$ cat src/rtl/pfd_pkg.sv
package pfd_pkg;

    // Pulse lengths in samples
    localparam int MARK_RUN = 3;
    localparam int LONG_RUN = MARK_RUN + 1;
    localparam int GAP_RUN  = 3;

    typedef enum logic {
        FR_IDLE   = 1'b0,
        FR_ACTIVE = 1'b1
    } fr_state_e;

    // Events from the run meter; at most one per sample
    typedef struct packed {
        logic zero;
        logic one;
        logic mark;
        logic long_hi;
        logic gap;
    } run_ev_t;

endpackage

$ cat src/rtl/pfd_run_meter.sv
module pfd_run_meter
    import pfd_pkg::*;
#(
    parameter int MARK_LEN = MARK_RUN,
    parameter int GAP_LEN  = GAP_RUN
) (
    input  logic    clk,
    input  logic    rst_n,
    input  logic    samp_en,
    input  logic    line_in,
    output run_ev_t ev_o
);

    localparam int LONG_LEN = MARK_LEN + 1;
    localparam int HI_W     = $clog2(LONG_LEN + 1);
    localparam int LO_W     = $clog2(GAP_LEN + 1);

    typedef struct packed {
        logic [HI_W-1:0] hi;
        logic [LO_W-1:0] lo;
    } meter_t;

    meter_t  meter_q, meter_d;
    run_ev_t ev;

    always_comb begin
        meter_d = meter_q;
        ev      = '0;
        if (samp_en) begin
            if (line_in) begin
                meter_d.lo = '0;
                if (meter_q.hi < HI_W'(LONG_LEN))
                    meter_d.hi = meter_q.hi + 1'b1;
                if (meter_q.hi == HI_W'(LONG_LEN - 1))
                    ev.long_hi = 1'b1;
            end else begin
                meter_d.hi = '0;
                if (meter_q.lo < LO_W'(GAP_LEN))
                    meter_d.lo = meter_q.lo + 1'b1;
                if (meter_q.lo == LO_W'(GAP_LEN - 1))
                    ev.gap = 1'b1;
                if (meter_q.hi == HI_W'(1))
                    ev.zero = 1'b1;
                else if (meter_q.hi == HI_W'(2))
                    ev.one = 1'b1;
                else if (meter_q.hi == HI_W'(MARK_LEN))
                    ev.mark = 1'b1;
            end
        end
    end

    always_ff @(posedge clk) begin
        if (!rst_n) begin
            meter_q.hi <= '0;
            meter_q.lo <= LO_W'(GAP_LEN);
        end else begin
            meter_q <= meter_d;
        end
    end

    assign ev_o = ev;

    // a sample yields at most one classification event
    p_events_onehot_r2: assert property (@(posedge clk) disable iff (!rst_n)
        $onehot0(ev_o));

    // no event on a cycle without the sample strobe
    p_idle_strobe_quiet_r9: assert property (@(posedge clk) disable iff (!rst_n)
        !samp_en |-> (ev_o == '0));

endmodule

$ cat src/rtl/pfd_frame_asm.sv
module pfd_frame_asm
    import pfd_pkg::*;
#(
    parameter int PKT_BITS = 48
) (
    input  logic                clk,
    input  logic                rst_n,
    input  run_ev_t             ev_i,
    output logic [PKT_BITS-1:0] pkt_o,
    output logic                valid_o,
    output logic                par_err_o,
    output logic                frame_err_o
);

    localparam int BC_W   = $clog2(PKT_BITS + 2);
    localparam int BC_TOP = PKT_BITS + 1;

    typedef struct packed {
        fr_state_e           st;
        logic [PKT_BITS-1:0] sh;
        logic [BC_W-1:0]     bc;
        logic [PKT_BITS-1:0] pkt;
        logic                valid;
        logic                perr;
        logic                ferr;
    } asm_t;

    asm_t asm_q, asm_d;

    always_comb begin
        asm_d       = asm_q;
        asm_d.valid = 1'b0;
        asm_d.perr  = 1'b0;
        asm_d.ferr  = 1'b0;
        if (ev_i.long_hi) begin
            asm_d.ferr = 1'b1;
            asm_d.st   = FR_IDLE;
        end else if (ev_i.gap && asm_q.st == FR_ACTIVE) begin
            asm_d.ferr = 1'b1;
            asm_d.st   = FR_IDLE;
        end else if (ev_i.mark) begin
            if (asm_q.st == FR_ACTIVE && asm_q.bc == BC_W'(PKT_BITS)) begin
                asm_d.pkt   = asm_q.sh;
                asm_d.valid = 1'b1;
                asm_d.perr  = ^asm_q.sh;
                asm_d.st    = FR_IDLE;
            end else begin
                asm_d.st = FR_ACTIVE;
                asm_d.bc = '0;
            end
        end else if ((ev_i.zero || ev_i.one) && asm_q.st == FR_ACTIVE) begin
            asm_d.sh = {asm_q.sh[PKT_BITS-2:0], ev_i.one};
            if (asm_q.bc != BC_W'(BC_TOP))
                asm_d.bc = asm_q.bc + 1'b1;
        end
    end

    always_ff @(posedge clk) begin
        if (!rst_n) begin
            asm_q.st    <= FR_IDLE;
            asm_q.sh    <= '0;
            asm_q.bc    <= '0;
            asm_q.pkt   <= '0;
            asm_q.valid <= 1'b0;
            asm_q.perr  <= 1'b0;
            asm_q.ferr  <= 1'b0;
        end else begin
            asm_q <= asm_d;
        end
    end

    assign pkt_o       = asm_q.pkt;
    assign valid_o     = asm_q.valid;
    assign par_err_o   = asm_q.perr;
    assign frame_err_o = asm_q.ferr;

    // a delivered packet strobes for a single cycle
    p_valid_single_r3: assert property (@(posedge clk) disable iff (!rst_n)
        valid_o |=> !valid_o);

    // an abort and a delivery never coincide
    p_err_excl_r5: assert property (@(posedge clk) disable iff (!rst_n)
        !(valid_o && frame_err_o));

    // the bit counter stays inside its range
    p_bc_bound_r4: assert property (@(posedge clk) disable iff (!rst_n)
        asm_q.bc <= BC_W'(BC_TOP));

    // a parity flag appears only with a delivered packet
    p_perr_with_valid_r7: assert property (@(posedge clk) disable iff (!rst_n)
        par_err_o |-> valid_o);

    // a delivery leaves the assembler idle
    p_idle_after_pkt_r3: assert property (@(posedge clk) disable iff (!rst_n)
        valid_o |-> asm_q.st == FR_IDLE);

endmodule

$ cat src/rtl/pfd_sat_counter.sv
module pfd_sat_counter #(
    parameter int W = 16
) (
    input  logic         clk,
    input  logic         rst_n,
    input  logic         inc_i,
    output logic [W-1:0] cnt_o
);

    localparam logic [W-1:0] CNT_MAX = '1;

    typedef struct packed {
        logic [W-1:0] cnt;
    } ctr_t;

    ctr_t ctr_q, ctr_d;

    always_comb begin
        ctr_d = ctr_q;
        if (inc_i && ctr_q.cnt != CNT_MAX)
            ctr_d.cnt = ctr_q.cnt + 1'b1;
    end

    always_ff @(posedge clk) begin
        if (!rst_n)
            ctr_q.cnt <= '0;
        else
            ctr_q <= ctr_d;
    end

    assign cnt_o = ctr_q.cnt;

    // a full counter holds its value
    p_sat_hold_r8: assert property (@(posedge clk) disable iff (!rst_n)
        (cnt_o == CNT_MAX) |=> (cnt_o == CNT_MAX));

    // the count moves only on a packet strobe
    p_count_stable_r8: assert property (@(posedge clk) disable iff (!rst_n)
        !inc_i |=> $stable(cnt_o));

endmodule

$ cat src/rtl/pulse_frame_decoder.sv
module pulse_frame_decoder
    import pfd_pkg::*;
#(
    parameter int PKT_BITS = 48,
    parameter int CNT_W    = 16
) (
    input  logic                clk,
    input  logic                rst_n,
    input  logic                samp_en,
    input  logic                line_in,
    output logic [PKT_BITS-1:0] pkt_data,
    output logic                pkt_valid,
    output logic                pkt_par_err,
    output logic                frame_err,
    output logic [CNT_W-1:0]    pkt_count
);

    run_ev_t run_ev;

    pfd_run_meter #(
        .MARK_LEN (MARK_RUN),
        .GAP_LEN  (GAP_RUN)
    ) meter_i (
        .clk     (clk),
        .rst_n   (rst_n),
        .samp_en (samp_en),
        .line_in (line_in),
        .ev_o    (run_ev)
    );

    pfd_frame_asm #(
        .PKT_BITS (PKT_BITS)
    ) asm_i (
        .clk         (clk),
        .rst_n       (rst_n),
        .ev_i        (run_ev),
        .pkt_o       (pkt_data),
        .valid_o     (pkt_valid),
        .par_err_o   (pkt_par_err),
        .frame_err_o (frame_err)
    );

    pfd_sat_counter #(
        .W (CNT_W)
    ) count_i (
        .clk   (clk),
        .rst_n (rst_n),
        .inc_i (pkt_valid),
        .cnt_o (pkt_count)
    );

endmodule

$ cat config.mk
export PLATFORM = sky130hd
export DESIGN_NAME = pulse_frame_decoder
export DESIGN_NICKNAME = d
export VERILOG_FILES = /design/src/rtl/pfd_pkg.sv /design/src/rtl/pfd_run_meter.sv /design/src/rtl/pfd_frame_asm.sv /design/src/rtl/pfd_sat_counter.sv /design/src/rtl/pulse_frame_decoder.sv
export SDC_FILE = /design/constraint.sdc
export NUM_CORES = 1
export LEC_CHECK = 0
export BUFFER_PORTS_ARGS = -buffer_cell sky130_fd_sc_hd__buf_2
export CAP_MARGIN = 10
export CORE_ASPECT_RATIO = 1.5
export CORE_UTILIZATION = 45
export DETAILED_ROUTE_END_ITERATION = 10
export GPL_ROUTABILITY_DRIVEN = 0
export SKIP_CTS_REPAIR_TIMING = 1
export SLEW_MARGIN = 20
export SYNTH_ARGS = -nofsm -noshare
export SYNTH_HDL_FRONTEND = slang
export SYNTH_SLANG_ARGS = --single-unit
$ cat constraint.sdc
create_clock -name clk -period 5.5 [get_ports clk]
set_input_delay 1.1 -clock clk [delete_from_list [all_inputs] [get_ports clk]]
set_output_delay 1.1 -clock clk [all_outputs]
set_load 0.005 [all_outputs]
==> report_table.html <==
<table>
<tr><th>Metric</th><th>Value</th></tr>
<tr><th colspan="2">Power</th></tr>
<tr><td>Peak ir drop on the vdd network</td><td>~230 µV</td></tr>
<tr><td>Design Power</td><td>2.14 mW</td></tr>
<tr><td>Static leakage</td><td>2.49 nW</td></tr>
<tr><td>Power density over cell area</td><td>325 nW/µm²</td></tr>
<tr><th colspan="2">Timing</th></tr>
<tr><td>WHS</td><td>around 0.45 ns</td></tr>
<tr><td>Setup repair after global routing missed its margin</td><td>false</td></tr>
<tr><td>Final period utilization</td><td>0.562</td></tr>
<tr><td>Slew HR</td><td>0.365</td></tr>
<tr><td>Worst Max-Slew Pin Slew</td><td>between 0.9 and 1 ns</td></tr>
<tr><td>Final number of setup-violating endpoints</td><td>0</td></tr>
<tr><td>Setup TNS Final</td><td>0 ns</td></tr>
<tr><td>Period minus WS final</td><td>slightly above 3 ns</td></tr>
<tr><td>Peak clock frequency supported by timing</td><td>roughly 0.32 GHz</td></tr>
<tr><td>Number of endpoints with negative hold slack in the final report</td><td>0</td></tr>
<tr><td>Setup clock skew after layout</td><td>0.00653 ns</td></tr>
<tr><td>Pins over their slew limit</td><td>0</td></tr>
<tr><td>Final setup slack of the worst path</td><td>2.41 ns</td></tr>
<tr><th colspan="2">Worst setup path</th></tr>
<tr><td>End point of the critical path</td><td>asm_i.asm_q[51]</td></tr>
<tr><td>Maximum fanout encountered on the critical timing path</td><td>27</td></tr>
<tr><td>Depth of the worst register-to-register path</td><td>9</td></tr>
<tr><td>Capture instance of the worst register-to-register path</td><td>asm_i.asm_q[51]</td></tr>
<tr><td>Startpoint types</td><td>input pin</td></tr>
<tr><td>Endpoint required time on the critical path</td><td>~5.9 ns</td></tr>
<tr><td>Critical path startpoint</td><td>line_in</td></tr>
<tr><td>Reg-to-reg critical path startpoint</td><td>meter_i.meter_q[4]</td></tr>
<tr><td>Endpoint class of the critical path</td><td>flip-flop</td></tr>
<tr><td>Setup slack of the most critical reg-to-reg path</td><td>between 2 and 2.5 ns</td></tr>
<tr><td>Worst endpoint data arrival time</td><td>3.44 ns</td></tr>
<tr><td>Setup Crit Path Kind</td><td>input pin to flip-flop</td></tr>
<tr><th colspan="2">Placement</th></tr>
<tr><td>Total cell area at the placement stage</td><td>between 5000 and 6000 µm²</td></tr>
<tr><td>HPWL Detailed</td><td>7250 µm</td></tr>
<tr><td>DP Worst Slack</td><td>roughly 2.0 ns</td></tr>
<tr><td>Placed Cells incl. Taps</td><td>between 800 and 900</td></tr>
<tr><td>Buffers on Ports</td><td>70</td></tr>
<tr><th colspan="2">CTS</th></tr>
<tr><td>Master cell of the clock root buffer</td><td>sky130_fd_sc_hd__clkbuf_16</td></tr>
<tr><td>Number of sinks driven by the clock tree</td><td>127</td></tr>
<tr><td>Maximum level of the CTS H-tree</td><td>4</td></tr>
<tr><td>CTS Buf Count</td><td>17</td></tr>
<tr><td>CTS tree</td><td>done</td></tr>
<tr><td>Clock latency on the worst-skew pair</td><td>a little over 0.4 ns</td></tr>
<tr><td>Clock transition at the register clock pins on the worst setup and hold paths after CTS</td><td>0.06 ns</td></tr>
<tr><td>Max Root-Sink Buffers</td><td>2</td></tr>
<tr><th colspan="2">Cells and area</th></tr>
<tr><td>Final cell area excluding filler cells</td><td>6610 µm²</td></tr>
<tr><td>Final layout net count</td><td>about 700</td></tr>
<tr><td>Diodes inserted</td><td>0</td></tr>
<tr><td>Non-Filler Instances</td><td>around 870</td></tr>
<tr><td>Synth-to-layout area growth</td><td>11.5%</td></tr>
<tr><td>Layout Utilization</td><td>0.513</td></tr>
<tr><td>Ratio of cells with drive above 1 in the final layout</td><td>0.155</td></tr>
<tr><th colspan="2">Die</th></tr>
<tr><td>Overall die width</td><td>approximately 96 µm</td></tr>
<tr><td>Initial core utilization</td><td>0.460</td></tr>
<tr><td>Std cell rows</td><td>slightly above 50</td></tr>
<tr><td>CORE AREA</td><td>roughly 13000 µm²</td></tr>
<tr><td>Die height</td><td>between 100 and 150 µm</td></tr>
<tr><td>I/O pin count</td><td>71</td></tr>
<tr><td>Die footprint</td><td>approximately 14000 µm²</td></tr>
<tr><th colspan="2">Detailed routing</th></tr>
<tr><td>Antenna Violating Nets Remaining</td><td>0</td></tr>
<tr><td>Vias per std cell</td><td>4.91</td></tr>
<tr><td>Count of vias placed by the detailed router</td><td>around 4300</td></tr>
<tr><td>Post-DR wirelength/cell</td><td>about 13 µm</td></tr>
<tr><td>Number of detailed-routing iterations run before antenna repair</td><td>4</td></tr>
<tr><td>Detailed-route wire length</td><td>between 10000 and 15000 µm</td></tr>
<tr><td>Number of design rule violations left after detail routing</td><td>0</td></tr>
<tr><td>Number of violations reported at the end of detailed-routing iteration 0</td><td>approximately 130</td></tr>
<tr><th colspan="2">Synthesis</th></tr>
<tr><td>Count of yosys warnings during synthesis</td><td>0</td></tr>
<tr><td>Commonest cells post-synth</td><td>sky130_fd_sc_hd__nand2_1, sky130_fd_sc_hd__dfxtp_1, sky130_fd_sc_hd__a21boi_0</td></tr>
<tr><td>Cells after synthesis</td><td>between 600 and 700</td></tr>
<tr><td>Post-Syn Nets</td><td>708</td></tr>
<tr><td>Most used flip-flop cell after synthesis</td><td>sky130_fd_sc_hd__dfxtp_1</td></tr>
<tr><td>Mean Syn Cell Area</td><td>around 8.5 µm²</td></tr>
<tr><td>Count of flip-flops with a built-in enable after synthesis</td><td>0</td></tr>
<tr><td>Sequential-to-total area share from yosys stat</td><td>0.429</td></tr>
<tr><td>Area contributors post-synth</td><td>sky130_fd_sc_hd__dfxtp_1, sky130_fd_sc_hd__nand2_1, sky130_fd_sc_hd__a21boi_0</td></tr>
<tr><td>Number of distinct library cells after synthesis</td><td>between 40 and 50</td></tr>
<tr><td>Post-synthesis async set-or-reset flop share</td><td>0</td></tr>
<tr><td>Cell with the most instances after synthesis</td><td>sky130_fd_sc_hd__nand2_1</td></tr>
<tr><td>Combined area of all synthesized cells</td><td>around 5900 µm²</td></tr>
<tr><td>Largest area contributor in the netlist</td><td>sky130_fd_sc_hd__dfxtp_1</td></tr>
<tr><td>Count of state elements after synthesis</td><td>127</td></tr>
<tr><td>Area share of the largest cell type after synthesis</td><td>0.429</td></tr>
<tr><th colspan="2">Global route</th></tr>
<tr><td>Global-route wire length before repair</td><td>roughly 19000 µm</td></tr>
<tr><td>Via count of the first global-routing pass</td><td>between 4000 and 5000</td></tr>
<tr><td>Antenna violations before repair</td><td>0</td></tr>
<tr><td>Remaining Overflow, GRT</td><td>0</td></tr>
<tr><td>GRT Resource Usage Total</td><td>0.176</td></tr>
<tr><td>Maximum number of pins on one net before global-route repair</td><td>70</td></tr>
<tr><th colspan="2">Status</th></tr>
<tr><td>Outcome</td><td>finished, final reports clean</td></tr>
<tr><th colspan="2">Run</th></tr>
<tr><td>Max-capacitance violation count</td><td>0</td></tr>
<tr><th colspan="2">Worst hold path</th></tr>
<tr><td>Worst min-delay path class</td><td>flip-flop to flip-flop</td></tr>
</table>
[registers in the layout (all words and copies together), names as in the netlist]
name and flops:
asm_i.asm_q 55, asm_i.pkt_o 48, count_i.cnt_o 16, meter_i.meter_q 5, asm_i.frame_err_o 1, asm_i.par_err_o 1
asm_i.valid_o 1
[cells by family after synthesis]
| kind of cell | share of synthesized area |
|---|---|
| buffers and inverters | 0.0965 |
| AO/OA/AOI/OAI | 0.147 |
| AND/OR/NAND/NOR | 0.206 |
| multiplexers | 0.00169 |
| flip-flops | 0.429 |
| adder cells (fa/ha/maj) | 0.0211 |
| XOR/XNOR | 0.0984 |
[per-layer routing]
layer | vias to the layer above | part of all wire | GRT usage
met4 | 0 | 0.019 | 0.0746
met1 | 1980 | 0.44 | 0.201
met3 | 18 | 0.043 | 0.0534
met5 | - | 0 | 0
met2 | 65 | 0.50 | 0.300
li1 | 2224 | - | -
[worst min path at each step]
stage | to | slack [ns] | from | cells past startpoint
after floorplan | asm_i.pkt_o[0] | 0.44 | asm_i.pkt_o[0] | 2
after global placement | asm_i.pkt_o[42] | 0.44 | asm_i.pkt_o[42] | 2
after detailed placement | asm_i.pkt_o[42] | 0.44 | asm_i.pkt_o[42] | 2
after CTS | asm_i.pkt_o[42] | 0.45 | asm_i.pkt_o[42] | 2
after global routing | asm_i.pkt_o[42] | 0.47 | asm_i.pkt_o[42] | 2
final | asm_i.pkt_o[34] | 0.45 | asm_i.pkt_o[34] | 2
[layout by cell type (no fill, tap or decap), types with 2 or more instances in the layout]
master	Yosys	final
sky130_fd_sc_hd__nor2b_1	8	8
sky130_fd_sc_hd__dfxtp_1	127	127
sky130_fd_sc_hd__nor4_2	1	2
sky130_fd_sc_hd__clkbuf_1	23	2
sky130_fd_sc_hd__nand2_1	211	211
sky130_fd_sc_hd__buf_4	49	4
sky130_fd_sc_hd__a21boi_1	27	27
sky130_fd_sc_hd__clkbuf_16	0	17
sky130_fd_sc_hd__inv_1	9	9
sky130_fd_sc_hd__and3_1	4	4
sky130_fd_sc_hd__o21ai_0	7	7
sky130_fd_sc_hd__a21boi_0	69	69
sky130_fd_sc_hd__clkinv_2	0	3
sky130_fd_sc_hd__o311ai_0	2	2
sky130_fd_sc_hd__a21oi_1	4	4
sky130_fd_sc_hd__nor3_1	6	6
sky130_fd_sc_hd__nand4_1	4	4
sky130_fd_sc_hd__buf_2	9	70
sky130_fd_sc_hd__and4_1	3	3
sky130_fd_sc_hd__ha_1	10	10
sky130_fd_sc_hd__bufinv_16	0	4
sky130_fd_sc_hd__nor2_1	10	10
sky130_fd_sc_hd__nand2b_1	3	2
sky130_fd_sc_hd__nand3_1	11	11
sky130_fd_sc_hd__clkinvlp_4	0	2
sky130_fd_sc_hd__and2_1	12	12
sky130_fd_sc_hd__xor2_1	14	14
sky130_fd_sc_hd__xnor2_1	50	50
sky130_fd_sc_hd__clkbuf_8	0	3
[critical path, cell delays in order]
cell,delay [ns]
sky130_fd_sc_hd__buf_2,0.13
sky130_fd_sc_hd__nand2_1,0.06
sky130_fd_sc_hd__o21ai_1,0.06
sky130_fd_sc_hd__and2_1,0.29
sky130_fd_sc_hd__or4_1,0.92
sky130_fd_sc_hd__buf_4,0.39
sky130_fd_sc_hd__a2111oi_4,0.33
sky130_fd_sc_hd__o21a_1,0.15
[report_power, final]
group	leakage (nW)	internal, mW	switching (mW)
combinational	1.16	0.0152	0.0183
sequential	1.02	0.923	0.00210
clock	0.306	0.792	0.394
[area by class of cell]
cell class	count	area (µm²)
fillers	1273	6280
multi-input cells	473	2820
flip-flops and latches	127	2540
clock buffers	22	474
repair buffers	74	380
well taps	159	199
clock inverters	10	159
inverters	9	33.8
(Power assumes the default switching activity.)
